===== src/rtl/ssc_pkg.sv =====
package ssc_pkg;
  typedef enum logic [1:0] {
    SPR_MID    = 2'b00,
    SPR_WIDE   = 2'b01,
    SPR_NARROW = 2'b10,
    SPR_LOW    = 2'b11
  } spread_code_e;

  localparam int DEF_PERIOD = 1152;
  localparam int DEF_DEV_W  = 10;
  localparam int DEF_PK_MID    = 150;
  localparam int DEF_PK_WIDE   = 250;
  localparam int DEF_PK_NARROW = 50;
  localparam int DEF_PK_LOW    = 100;
endpackage


===== src/rtl/ssc_range_decode.sv =====
module ssc_range_decode
  import ssc_pkg::*;
#(
  parameter int PK_MID    = DEF_PK_MID,
  parameter int PK_WIDE   = DEF_PK_WIDE,
  parameter int PK_NARROW = DEF_PK_NARROW,
  parameter int PK_LOW    = DEF_PK_LOW,
  parameter int QUARTER   = DEF_PERIOD / 4,
  parameter int MAG_W     = DEF_DEV_W - 1,
  parameter int REM_W     = $clog2(QUARTER)
) (
  input  logic [1:0]       sel,
  output logic [MAG_W-1:0] step_whole,
  output logic [REM_W-1:0] step_frac
);
  logic [MAG_W-1:0] whole_tab [4];
  logic [REM_W-1:0] frac_tab  [4];
  logic [1:0]       idx;

  // per-cycle step = peak / QUARTER, split into integer and remainder
  for (genvar i = 0; i < 4; i++) begin : g_ent
    localparam int PK = (i == 0) ? PK_MID : (i == 1) ? PK_WIDE :
                        (i == 2) ? PK_NARROW : PK_LOW;
    assign whole_tab[i] = MAG_W'(PK / QUARTER);
    assign frac_tab[i]  = REM_W'(PK % QUARTER);
  end

  always_comb begin
    unique case (spread_code_e'(sel))
      SPR_MID:    idx = 2'd0;
      SPR_WIDE:   idx = 2'd1;
      SPR_NARROW: idx = 2'd2;
      SPR_LOW:    idx = 2'd3;
      default:    idx = 2'd3;
    endcase
  end

  assign step_whole = whole_tab[idx];
  assign step_frac  = frac_tab[idx];
endmodule


===== src/rtl/ssc_phase_ctr.sv =====
module ssc_phase_ctr #(
  parameter int PERIOD = 1152,
  parameter int PH_W   = $clog2(PERIOD)
) (
  input  logic            clk,
  input  logic            clr,
  output logic [PH_W-1:0] phase,
  output logic            mag_up,
  output logic            at_zero,
  output logic            neg_half
);
  localparam int QUARTER = PERIOD / 4;
  localparam int HALF    = PERIOD / 2;
  localparam logic [PH_W-1:0] LAST = PH_W'(PERIOD - 1);

  logic [PH_W-1:0] ph_q;

  always_ff @(posedge clk) begin
    if (clr)               ph_q <= '0;
    else if (ph_q == LAST) ph_q <= '0;
    else                   ph_q <= ph_q + 1'b1;
  end

  assign phase    = ph_q;
  // magnitude grows in the first and third quarters, shrinks elsewhere
  assign mag_up   = (ph_q < PH_W'(QUARTER)) ||
                    ((ph_q >= PH_W'(HALF)) && (ph_q < PH_W'(HALF + QUARTER)));
  assign at_zero  = (ph_q == '0) || (ph_q == PH_W'(HALF));
  assign neg_half = (ph_q >= PH_W'(HALF));
endmodule


===== src/rtl/ssc_tri_accum.sv =====
module ssc_tri_accum #(
  parameter int QUARTER = 288,
  parameter int MAG_W   = 9,
  parameter int REM_W   = $clog2(QUARTER)
) (
  input  logic             clk,
  input  logic             clr,
  input  logic             up,
  input  logic [MAG_W-1:0] step_whole,
  input  logic [REM_W-1:0] step_frac,
  output logic [MAG_W-1:0] mag
);
  localparam logic [REM_W:0] QV = (REM_W+1)'(QUARTER);

  logic [MAG_W-1:0] mag_q, mag_d;
  logic [REM_W-1:0] rem_q, rem_d;
  logic [REM_W:0]   sum_w, frac_w, rem_w;
  logic             carry;

  assign frac_w = {1'b0, step_frac};
  assign rem_w  = {1'b0, rem_q};

  // exact numerator peak*|t| held as mag*QUARTER + rem
  always_comb begin
    if (up) begin
      sum_w = rem_w + frac_w;
      carry = (sum_w >= QV);
      rem_d = carry ? REM_W'(sum_w - QV) : REM_W'(sum_w);
      mag_d = mag_q + step_whole + MAG_W'(carry);
    end else begin
      carry = (rem_w < frac_w);
      sum_w = carry ? (rem_w + QV - frac_w) : (rem_w - frac_w);
      rem_d = REM_W'(sum_w);
      mag_d = mag_q - step_whole - MAG_W'(carry);
    end
  end

  always_ff @(posedge clk) begin
    if (clr) begin
      mag_q <= '0;
      rem_q <= '0;
    end else begin
      mag_q <= mag_d;
      rem_q <= rem_d;
    end
  end

  assign mag = mag_q;
endmodule


===== src/rtl/ssc_profile_gen.sv =====
module ssc_profile_gen
  import ssc_pkg::*;
#(
  parameter int PERIOD    = DEF_PERIOD,
  parameter int DEV_W     = DEF_DEV_W,
  parameter int PK_MID    = DEF_PK_MID,
  parameter int PK_WIDE   = DEF_PK_WIDE,
  parameter int PK_NARROW = DEF_PK_NARROW,
  parameter int PK_LOW    = DEF_PK_LOW
) (
  input  logic                    clk,
  input  logic                    rst,
  input  logic [1:0]              range_sel,
  input  logic                    spread_n,
  output logic signed [DEV_W-1:0] dev_out
);
  localparam int QUARTER = PERIOD / 4;
  localparam int MAG_W   = DEV_W - 1;
  localparam int REM_W   = $clog2(QUARTER);
  localparam int PH_W    = $clog2(PERIOD);

  logic             clr;
  logic [PH_W-1:0]  phase;
  logic             mag_up, at_zero, neg_half;
  logic [MAG_W-1:0] dec_whole, held_whole, use_whole, mag;
  logic [REM_W-1:0] dec_frac, held_frac, use_frac;
  logic signed [DEV_W-1:0] mag_s;

  assign clr = rst | spread_n;

  ssc_range_decode #(
    .PK_MID(PK_MID), .PK_WIDE(PK_WIDE), .PK_NARROW(PK_NARROW),
    .PK_LOW(PK_LOW), .QUARTER(QUARTER), .MAG_W(MAG_W), .REM_W(REM_W)
  ) dec_i (
    .sel(range_sel), .step_whole(dec_whole), .step_frac(dec_frac)
  );

  ssc_phase_ctr #(.PERIOD(PERIOD), .PH_W(PH_W)) ph_i (
    .clk(clk), .clr(clr), .phase(phase), .mag_up(mag_up),
    .at_zero(at_zero), .neg_half(neg_half)
  );

  // range is only re-sampled while the profile sits at zero
  assign use_whole = at_zero ? dec_whole : held_whole;
  assign use_frac  = at_zero ? dec_frac  : held_frac;

  always_ff @(posedge clk) begin
    if (rst) begin
      held_whole <= '0;
      held_frac  <= '0;
    end else begin
      held_whole <= use_whole;
      held_frac  <= use_frac;
    end
  end

  ssc_tri_accum #(.QUARTER(QUARTER), .MAG_W(MAG_W), .REM_W(REM_W)) acc_i (
    .clk(clk), .clr(clr), .up(mag_up), .step_whole(use_whole),
    .step_frac(use_frac), .mag(mag)
  );

  assign mag_s   = $signed({1'b0, mag});
  assign dev_out = neg_half ? -mag_s : mag_s;

  logic unused_ph;
  assign unused_ph = ^phase;
endmodule


===== config.mk =====
export PLATFORM = sky130hd
export DESIGN_NAME = ssc_profile_gen
export DESIGN_NICKNAME = d
export VERILOG_FILES = /design/src/rtl/ssc_pkg.sv /design/src/rtl/ssc_range_decode.sv /design/src/rtl/ssc_phase_ctr.sv /design/src/rtl/ssc_tri_accum.sv /design/src/rtl/ssc_profile_gen.sv
export SDC_FILE = /design/constraint.sdc
export NUM_CORES = 1
export LEC_CHECK = 0
export ABC_AREA = 1
export BUFFER_PORTS_ARGS = -buffer_cell sky130_fd_sc_hd__buf_2
export CORE_MARGIN = 5
export CORE_UTILIZATION = 44
export DETAILED_ROUTE_END_ITERATION = 8
export PLACE_DENSITY = 0.58
export SLEW_MARGIN = 20
export SYNTH_ARGS = -nofsm -noshare
export SYNTH_HDL_FRONTEND = slang
export SYNTH_SLANG_ARGS = --single-unit

===== constraint.sdc =====
create_clock -name clk -period 4.75 [get_ports clk]
set_input_delay 0 -clock clk [delete_from_list [all_inputs] [get_ports clk]]
set_output_delay 0 -clock clk [all_outputs]
set_load 0.01 [all_outputs]

# --- Yosys cells after proc, flatten, opt, wreduce, memory -nomap -nowiden ---
# Index checks and enable logic that the tools add are counted.
# Widths: inputs -> output; s select.
op_classes:
  addsub: 11
  magnitude_cmp: 6
  eq_ne: 5
  n_mux: 14
  bitwise: 2
  n_reduce_logical: 6
op_table:
  columns: ["cell", "n"]
  rows:
  - ["$mux 9", 10]
  - ["$bmux 9 s2", 2]
  - ["$sub 9x9->9", 3]
  - ["$add 11x1->11 const B", 1]
  - ["$eq 11x10->1 const B", 1]
  - ["$eq 11x11->1 const B", 1]
  - ["$ge 11x10->1 const B", 1]
  - ["$logic_not 11->1", 1]
  - ["$lt 11x10->1 const B", 1]
  - ["$lt 11x9->1 const B", 1]
  - ["$add 9x9->10", 1]
  - ["$ge 10x9->1 const B", 1]
  - ["$mux 10", 1]
  - ["$neg 9->10", 1]
  - ["$add 9x1->9", 1]
  - ["$add 9x9->9", 1]
  - ["$add 9x9->9 const B", 1]
  - ["$lt 9x9->1", 1]
  - ["$sub 9x1->9", 1]
  - ["$sub 9x9->9 const B", 1]
  - ["$pmux 2 s4", 1]
  - ["$eq 2x2->1 const B", 2]
  - ["$ge 3x3->1 const B", 1]
  - ["$not 2->3", 1]
  - ["other kinds (6)", 7]
word_totals:
  regBits: 47
  input_bits: 5
  output_inout_bits: 10
  word_cells: 49

# --- Longest topological paths before layout ---
depth:
  depth_word: 11
  depth_mapped: 31
  depth_no_buf: 30

# --- Hierarchy ---
# From an unflattened synthesis, not the netlist that was laid out.
unflattened:
  hier_cells: 693
  area_unflattened_um2: 4830.9
by_module_without_submodules:
  columns: ["mod", "n_inst", "cells_per_inst", "area_per_inst_um2", "seq_area_each_um2"]
  rows:
  - ["ssc_tri_accum", 1, 423, 2950.3, 360.3]
  - ["ssc_profile_gen", 1, 148, 1039.7, 360.3]
  - ["ssc_phase_ctr", 1, 95, 638.1, 220.2]
  - ["ssc_range_decode", 1, 27, 202.7, 0.0]

# --- Worst setup path before layout ---
# No wires, ideal clock.
synth_timing:
  path_kind: "reg2reg"
  start: "register ph_i.ph_q[0] (netlist: ph_i.phase[0])"
  end: "register acc_i.mag_q[6] (netlist: acc_i.mag[6])"
  setup_ps: 71
  arrival_ps: 4161
  required_ps: 4679
  slack_ps: 518
  path_stages_with_launch: 29
  n_path_buf: 1
  period_less_slack_ps: 4232
  path_cell_list: "dfxtp_1 > inv_1 > ha_1 > nand2_1 > nor3_1 > nand3_1 > inv_2 > or2_2 > o21ai_0 > inv_1 > ha_1 > buf_6 > or2_4 > nand3_2 > nand2_1 > nand2_2 > nand2_2 > a21oi_4 > nand2_4 > fa_1 > fa_1 > a21oi_1 > o21ai_0 > nand2_1 > nand2_1 > a21oi_1 > or2_2 > nand3_1 > a21oi_1"
synth_via:
  elab_chain_len: 7
  elab_cells_between_ends: 18
  cone_classes: "add/sub (5); order compare (5); eq/ne (1); mux (3); reduce/logical (4)"
synth_lines:
  columns: ["item", "line", "source"]
  rows:
  - ["start: declaration", "ssc_phase_ctr.sv:16", "logic [PH_W-1:0] ph_q;"]
  - ["start signal: assignment", "ssc_phase_ctr.sv:21", "else ph_q <= ph_q + 1'b1;"]
  - ["$eq 11x10->1 or $logic_not 11->1 (tied branches)", "ssc_phase_ctr.sv:28", "assign at_zero = (ph_q == '0) || (ph_q == PH_W'(HALF));"]
  - ["$logic_or 1x1->1 (*)", "ssc_phase_ctr.sv:28", null]
  - ["$mux 9 (*)", "ssc_profile_gen.sv:45", "assign use_frac = at_zero ? dec_frac : held_frac;"]
  - ["named net acc_i.step_frac[2]", "ssc_tri_accum.sv:10", "input logic [REM_W-1:0] step_frac,"]
  - ["$add 9x9->10", "ssc_tri_accum.sv:26", "sum_w = rem_w + frac_w;"]
  - ["$ge 10x9->1", "ssc_tri_accum.sv:27", "carry = (sum_w >= QV);"]
  - ["$add 9x1->9", "ssc_tri_accum.sv:29", "mag_d = mag_q + step_whole + MAG_W'(carry);"]
  - ["$mux 9 (*)", "ssc_tri_accum.sv:25", "if (up) begin"]
  - ["end signal: assignment", "ssc_tri_accum.sv:43", "mag_q <= mag_d;"]
  - ["end: declaration", "ssc_tri_accum.sv:15", "logic [MAG_W-1:0] mag_q, mag_d;"]
# Mark *: on every way through the listed nets, which the timed path passes. The rest lies on a longest branch.
# A chain may end at the register's enable or synchronous reset.

# --- Worst setup path in the final report ---
layout_timing:
  start: "register ph_i.ph_q[1] (netlist: ph_i.phase[1])"
  end: "register acc_i.mag_q[6] (netlist: acc_i.mag[6])"
# The elaborated chain is that of the path after synthesis.

==> results.json <==
{
  "grt_usage_pct": 19.4,
  "die_x_um": 110,
  "routabilityCongestion": 0.885,
  "cp_slowest_stage_delay_ps": 370,
  "placementRows": 36,
  "ys_warn_count": 0,
  "regArea_sq_um": 941,
  "grt_max_degree": 24,
  "grt_pass1_vias": 3961,
  "worstSetupPathType": "reg -> reg",
  "dieArea_sq_um": 12200,
  "die_h_um": 110,
  "r2r-end": "acc_i.mag[6]",
  "vias_per_cell": 5.01,
  "r2r_setup_slack_ps": 360,
  "dr.pass1.iters": 4,
  "grt_use_met3_pct": 1.92,
  "syn_inst": 619,
  "tightest_slew_ps": 1050,
  "n_fill_cell": 1021,
  "initial_utilization_pct": 45.3,
  "met1_usage_pct": 25.3,
  "drv_slew": 0,
  "grt-ovfl-total": 0,
  "fmax_mhz": 228,
  "start_kind": "flip-flop",
  "powerDensity_nw_per_um2": 305,
  "dr.first_iter.drc_count": 180,
  "setup_viol": 0,
  "clock_skew_ps": 17.7,
  "synth-seq-area-share_pct": 21.2,
  "hold_violations": 0,
  "critPathMaxFanout": 8,
  "cts_buffers": 5,
  "status": "completed",
  "whs_path_depth": 2,
  "holdPathEnd": "held_frac[4]",
  "clock_sinks": 47,
  "antenna_cells": 0,
  "clk_latency_ps": 310,
  "setup_tns_ps": 0,
  "totalWireLength_mm": 10.8,
  "synth_ff_type": "dfxtp_1",
  "r2r-start": "ph_i.phase[1]",
  "final_core_util_pct": 49.5,
  "drive_above_1_share_pct": 14.0,
  "synth_area_sq_um": 4430,
  "endpoint_kind": "flip-flop",
  "netlist_top_cells_area": "dfxtp_1 21%, ha_1 16%, inv_1 8.8%, nand2_1 8.1%, fa_1 5.9%",
  "cp_slowest_cell": "fa_2",
  "ctsLongestPathBuffers": 2,
  "cpMostUsedCell": "nand2_1",
  "async_flop_share_pct": 0,
  "place_ws_ps": 123,
  "grt_most_used_layer": "met2",
  "relSlewSlack_pct": 29.2,
  "io_pins": 15,
  "synth.largest_area_cell": "dfxtp_1",
  "worst-path-buf-inv": 2,
  "grt_antenna_before_repair": 0,
  "wl_per_cell_um": 14.0,
  "cap_violations": 0,
  "rr_worst_depth": 28,
  "synthToLayoutAreaGrowth_pct": 9.27,
  "hp-start": "rst",
  "peakVddDrop_mv": 0.190,
  "worst_ep_arrival_time_ps": 4630,
  "worst_slack_ps": 356,
  "syn_nets": 695,
  "io_buffers": 14,
  "critPathTopFamily": "simple AND/OR/NAND/NOR gates",
  "min_period_over_period_pct": 92.5,
  "cts_root_buf": "clkbuf_8",
  "synth_area_per_cell_sq_um": 7.15,
  "drc": 0,
  "synth.ff_latch_count": 47,
  "grt_setup_unrepaired": "false",
  "synth_edf_count": 0,
  "synth_top_area_share_pct": 21.2,
  "multiInputGateArea_sq_um": 3000,
  "dpl.hpwl_mm": 8.61,
  "synth_cell_types": 45,
  "num_vias": 3883,
  "crit_required_ps": 4980,
  "period_needed_ps": 4390,
  "ant_nets": 0,
  "cts.reportedPaths.clkPinSlew_ps": 110,
  "cts_tree": "done",
  "grt_pass1_wl_mm": 18.6,
  "htreeDepth": 2,
  "leakagePower_nw": 2.42,
  "nets": 717,
  "met2_usage_pct": 34.4,
  "hp-class": "in -> reg",
  "core_sq_um": 9770
}
## power by group
| group | switching [mW] | internal (mW) |
|---|---|---|
| combinational | 0.432 | 0.275 |
| sequential | 0.0212 | 0.413 |
| clock | 0.161 | 0.174 |
| total | 0.614 | 0.862 |
## metrics by stage
| stage | std cells | power, mW | area, sq um | hold slack, ps |
|---|---|---|---|---|
| floorplan | 619 | 0.967 | 4430 | 253 |
| global placement | 766 | 1.12 | 4670 | 416 |
| detailed placement | 766 | 1.13 | 4670 | 421 |
| CTS | 774 | 1.47 | 4790 | 89.9 |
| global route | 775 | 1.60 | 4840 | 100 |
| finish | 775 | 1.48 | 4840 | 87.2 |
## how the worst max path moves through the flow
| stage | cells past startpoint | to | slack [ps] | startpoint |
|---|---|---|---|---|
| 2_1_floorplan | 28 | acc_i.mag[6] | 520 | ph_i.phase[0] |
| 3_3_place_gp | 28 | acc_i.mag[6] | 270 | ph_i.phase[0] |
| 3_5_place_dp | 28 | acc_i.mag[6] | 120 | ph_i.phase[0] |
| 4_1_cts | 28 | acc_i.mag[6] | 70 | ph_i.phase[0] |
| 5_1_grt | 29 | acc_i.mag[6] | 6 | ph_i.phase[0] |
| 6_report | 28 | acc_i.mag[6] | 360 | ph_i.phase[1] |
## cell usage after synthesis (2+ instances only)
cell type / n
nand2_2: 7
a211oi_1: 2
or2_2: 10
ha_1: 58
a21oi_1: 37
buf_2: 4
a21o_1: 2
a221oi_1: 2
o21ai_1: 8
o211ai_1: 3
nand2_1: 95
or2_1: 2
nor3b_1: 2
a21oi_2: 2
inv_1: 104
nand3b_1: 3
nand3_2: 4
xnor2_1: 5
buf_4: 3
buf_6: 3
nor2_2: 3
nand3_1: 37
nor3_1: 16
xor2_1: 25
o21ai_0: 22
nand2_4: 3
fa_1: 13
clkbuf_1: 2
a31oi_1: 3
o21a_1: 2
nand4_1: 7
nor2_1: 60
o21bai_1: 3
inv_2: 10
dfxtp_1: 47
## layer usage
| layer | wire (um) | up-vias |
|---|---|---|
| met5 | 0 | - |
| met2 | 5240 | 58 |
| met3 | 390 | 11 |
| met1 | 5050 | 1807 |
| met4 | 140 | 0 |
| li1 | - | 2007 |
## what timing repair did
item                       CTS  global route
hold buffers                 0             0
setup endpoints to repair    0             4
setup buffers                0             1
resized for setup            0            10
## area by class of cell
type | instances | area share [%]
Clock buffer | 6 | 1.71
Inverter | 116 | 9.08
Clock inverter | 2 | 0.802
Tap cell | 133 | 3.44
Sequential cell | 47 | 19.4
Multi-Input combinational cell | 444 | 62.1
Timing Repair Buffer | 27 | 3.47
## layout by cell type, fill, tap and decap left out, types with 4 or more instances in the layout
cell type  instances
or2_2             10
xor2_1            25
inv_2             10
nor2_1            60
clkbuf_8           6
nand2_2            8
a21oi_1           37
nand2_1           94
fa_1              11
ha_1              55
inv_1            104
o21ai_0           20
nor3_1            16
nand3_1           37
buf_2             14
o21ai_1            9
buf_4             13
xnor2_1            5
dfxtp_1           47
nand3_2            4
nand4_1            7
## registers in the layout, summed over array words and instances (netlist names)
signal,flops
held_whole,9
held_frac,9
ph_i.phase,11
acc_i.mag,9
acc_i.rem_q,9
## cells by family (layout without fill, tap and decap cells)
family	Yosys count	count (layout)	synth area share (%)
and+or+nand+nor	253	253	26.8
AOI/OAI and AO/OA	90	90	11.9
DFF	47	47	21.2
adders and majority gates	71	71	22.3
xor gates and xnor gates	30	30	5.93
buffers and inverters	128	151	11.8
Note: power is estimated with default switching activity, not from simulation.
